--- src/rtl/phy_mgmt_regs.sv ---
module phy_mgmt_regs #(
  parameter int ADDR_W = 5,
  parameter int REG_W = 5,
  parameter logic [ADDR_W-1:0] PHY_ADDR = 'd1,
  parameter logic [15:0] ID_HI = 16'h02A5,
  parameter logic [15:0] ID_LO = 16'h5C31
) (
  input  logic              clk,
  input  logic              rst_n,
  input  logic              link_up,
  input  logic [ADDR_W-1:0] sel_phy,
  input  logic [REG_W-1:0]  sel_reg,
  input  logic              wr_en,
  input  logic [15:0]       wr_data,
  output logic [15:0]       rd_data
);
  localparam logic [15:0] CTRL_DEF  = 16'h3100;
  localparam logic [15:0] ADV_DEF   = 16'h01E1;
  localparam logic [15:0] STAT_BASE = 16'h7848;
  localparam logic [15:0] STAT_LINK = 16'h0024;
  localparam logic [15:0] LP_UP     = 16'h01E1;
  localparam logic [15:0] LP_DOWN   = 16'h0080;
  localparam logic [REG_W-1:0] IX_CTRL = 'd0;
  localparam logic [REG_W-1:0] IX_STAT = 'd1;
  localparam logic [REG_W-1:0] IX_ID1  = 'd2;
  localparam logic [REG_W-1:0] IX_ID2  = 'd3;
  localparam logic [REG_W-1:0] IX_ADV  = 'd4;
  localparam logic [REG_W-1:0] IX_LP   = 'd5;

  logic [15:0] ctrl_q, adv_q;
  logic        link_q;

  wire hit    = (sel_phy == PHY_ADDR);
  wire wr_hit = wr_en && hit;

  always_ff @(posedge clk or negedge rst_n) begin
    if (!rst_n) begin
      ctrl_q <= CTRL_DEF;
      adv_q  <= ADV_DEF;
      link_q <= 1'b0;
    end else begin
      link_q <= link_up;
      if (wr_hit && sel_reg == IX_CTRL) begin
        if (wr_data[15]) begin
          ctrl_q <= CTRL_DEF;
          adv_q  <= ADV_DEF;
        end else begin
          ctrl_q <= wr_data;
        end
      end
      if (wr_hit && sel_reg == IX_ADV) adv_q <= wr_data;
    end
  end

  wire [15:0] stat_w = link_q ? (STAT_BASE | STAT_LINK) : STAT_BASE;
  wire [15:0] lp_w   = link_q ? LP_UP : LP_DOWN;

  always_comb begin
    if (!hit) rd_data = 16'hFFFF;
    else begin
      case (sel_reg)
        IX_CTRL: rd_data = ctrl_q;
        IX_STAT: rd_data = stat_w;
        IX_ID1:  rd_data = ID_HI;
        IX_ID2:  rd_data = ID_LO;
        IX_ADV:  rd_data = adv_q;
        IX_LP:   rd_data = lp_w;
        default: rd_data = 16'h0000;
      endcase
    end
  end
endmodule

--- config.mk ---
export PLATFORM = sky130hd
export DESIGN_NAME = phy_mgmt_regs
export DESIGN_NICKNAME = d
export VERILOG_FILES = /design/src/rtl/phy_mgmt_regs.sv
export SDC_FILE = /design/constraint.sdc
export NUM_CORES = 1
export LEC_CHECK = 0
export CORE_MARGIN = 2
export CORE_UTILIZATION = 52
export DETAILED_ROUTE_END_ITERATION = 10
export HOLD_SLACK_MARGIN = 0.15
export MAX_ROUTING_LAYER = met4
export PLACE_DENSITY = 0.82
export SLEW_MARGIN = 25
export SYNTH_ARGS = -nofsm -noshare
export SYNTH_HDL_FRONTEND = slang
export SYNTH_SLANG_ARGS = --single-unit
--- constraint.sdc ---
create_clock -name clk -period 4.3 [get_ports clk]
set_clock_uncertainty 0.2 [all_clocks]
set_input_delay 0.43 -clock clk [delete_from_list [all_inputs] [get_ports clk]]
set_output_delay 0.43 -clock clk [all_outputs]
set_load 0.05 [all_outputs]
==> flow_summary.json <==
{
  "r2r-end": "ctrl_q[12]",
  "topRoutingLayerUsed": "met4",
  "hold_buffers": 0,
  "ys.flop_type": "dfrtp_1",
  "maxCapViolCount": 0,
  "relSlewSlack_pct": 34.80,
  "num_rows": 20,
  "synth_fp_nets": 178,
  "hold_viol_final": 0,
  "cp.arrival_ns": 3.10,
  "fin_nets": 225,
  "start_util_pct": 55.85,
  "wl_per_cell_um": 17.88,
  "overflow": 0,
  "setup_viol": 0,
  "crit_chain": "clkdlybuf4s50_1, nor4_4, and2_1, a221o_1, clkdlybuf4s50_1",
  "critPathMaxFanout": 11,
  "p_per_area_mw_per_mm2": 253.3,
  "route.met3.wl_um": 281,
  "dp_cells": 232,
  "ys_warn_count": 0,
  "synth.area.top_cells": "dfrtp_1 (35%), dfstp_2 (12%), mux2_2 (7.8%), a22o_1 (5.6%), a221o_1 (5.2%)",
  "core-area_mm2": 0.003103,
  "async_flop_share_pct": 100.0,
  "required_ns": 3.67,
  "drtIter0Drc": 51,
  "netlist_instances": 148,
  "wl_met2_mm": 2.090,
  "clock.fmax_ghz": 0.2679,
  "routed_wl_mm": 4.290,
  "synth_edf_count": 0,
  "die_x_um": 61.73,
  "ys_seq_area_share_pct": 46.79,
  "status": "finished clean",
  "cts_made_buffers": 5,
  "vdd_drop_max_mv": 0.2488,
  "syn2layout_area_growth_pct": 31.41,
  "rsz0062_at_grt": "false",
  "clock_latency_ns": 0.32,
  "min_period_ns": 3.733,
  "tightest_slew_ns": 0.9770,
  "antenna_cells": 0,
  "regToRegStartpoint": "ctrl_q[12]",
  "fin_area_mm2": 0.002277,
  "synth_largest_area_cell": "dfrtp_1",
  "reg2reg_depth": 2,
  "r2r_slack_ns": 3.31,
  "hold_class": "reg -> reg",
  "start_kind": "input pin",
  "slowest_delay_ns": 0.81,
  "port_buffers": 45,
  "ctsResizeCount": 0,
  "cts_setup_buffers": 0,
  "dr.pass1.iters": 4,
  "grt_pass1_wl_mm": 6.720,
  "slowest_stage": "clkdlybuf4s50_1",
  "grt_pass1_vias": 1406,
  "grt_max_degree": 33,
  "clk_pin_slew_worst_paths_ns": 0.10,
  "setup.worst_path.class": "in -> out",
  "synth_area_mm2": 0.001733,
  "vias_per_cell": 5.979,
  "antenna_found_initial": 0,
  "drc": 0,
  "ctsLongestPathBuffers": 2,
  "pin_count": 46,
  "gp_congestion": 0.9717,
  "instances_no_fill": 240,
  "dpl-instance-area_mm2": 0.002216,
  "cts_tree": "built",
  "post-dp-hpwl_mm": 3.011,
  "fin_ws_ns": 0.5671,
  "root_buffer": "clkbuf_4",
  "ant_nets": 0,
  "cpMostUsedCell": "clkdlybuf4s50_1",
  "fp.dieH_um": 61.73,
  "dieArea_mm2": 0.003811,
  "htreeDepth": 2,
  "post-place-ws_ns": 0.5782,
  "slew_viol_final": 0,
  "min_period_over_period_pct": 86.81,
  "num_vias": 1435,
  "synth_top_cell_area_share_pct": 34.66,
  "avgSynthCellArea_um2": 11.71,
  "grt.total_usage_pct": 25.02,
  "endpoint_kind": "output port",
  "ys_types": 39,
  "cts.sinks": 32,
  "crit_path_end": "rd_data[10]",
  "wl_met1_mm": 1.880,
  "drive_gt1_share_pct": 19.39,
  "leakagePower_nw": 1.001,
  "ys_ff_latch": 32,
  "setup_tns_ns": 0,
  "worstSetupStartpoint": "sel_reg[1]"
}
placed cells by master (no fill, tap or decap), drive strengths merged, types with 6 or more instances in the layout:
cell type      instances
inv                    6
dfrtp                 24
nand3                  7
clkdlybuf4s50         45
clkbuf                 6
a22o                  11
nor2                   6
mux2                  12
dfstp                  8
nor2b                 14
a221o                  9
per-stage QoR:
stage	power, mW	hold slack, ns	util [%]
floorplan	0.3509	-0.06559	-
CTS	0.5822	0.2801	73.39
global placement	0.4006	0.2561	71.41
global route	0.6000	0.3010	73.39
finish	0.5768	0.2815	73.39
detailed placement	0.4025	0.2622	71.41
layout make-up:
type                            count  area (um^2)
Sequential cell                    32        810.8
Clock buffer                        6        51.30
Timing Repair Buffer               48        473.0
Clock inverter                      2        10.01
Fill cell                         239        825.8
Inverter                            6        22.52
Multi-Input combinational cell    102        854.6
Tap cell                           44        55.05
report_power, final:
group	internal, mW	total (mW)	switching, mW
registers	0.308	0.310	0.00280
logic	0.0420	0.0869	0.0449
clock network	0.0777	0.180	0.102
total	0.427	0.577	0.150
critical path: cells and delay by family:
| kind | cells | cell delay (ns) |
|---|---|---|
| compound gates | 1 | 0.24 |
| buf+inv | 2 | 1.40 |
| simple gates | 2 | 1.02 |
state kept, by name, summed over array words and instances, names as in the netlist:
register / flops
adv_q: 16
ctrl_q: 15
link_q: 1
Yosys cell counts (all sizes together) (2+ instances only):
cell,n
nor2b,14
dfrtp,24
mux2i,4
mux2,12
a22o,11
buf,5
nand2,2
clkbuf,3
nor3,3
dfstp,8
o22a,5
nand4,5
o21ai,4
nor2,6
a221o,9
nand3,7
inv,6
a311o,3
cells by family after synthesis:
group                  count (synthesis)  synth area share (%)
flip-flops                            32                 46.79
AO/OA/AOI/OAI                         38                 19.28
AND/OR/NAND/NOR                       48                 19.93
buffers and inverters                 14                 3.899
multiplexers                          16                 10.11
worst min path at each step:
stage	depth (start not counted)	endpoint	slack, ns	start
final	2	ctrl_q[13]	0.28	ctrl_q[13]
after floorplan	0	adv_q[10]	-0.07	rst_n
after CTS	2	ctrl_q[13]	0.28	ctrl_q[13]
after global routing	2	ctrl_q[13]	0.30	ctrl_q[13]
after detailed placement	2	ctrl_q[8]	0.26	ctrl_q[8]
after global placement	2	ctrl_q[12]	0.26	ctrl_q[12]
routing by layer:
metal	track usage, %	vias to the layer above
met5	-	-
met4	6.687	0
met3	5.590	5
met2	38.80	53
met1	33.33	706
li1	-	671
(Power assumes the default switching activity.)
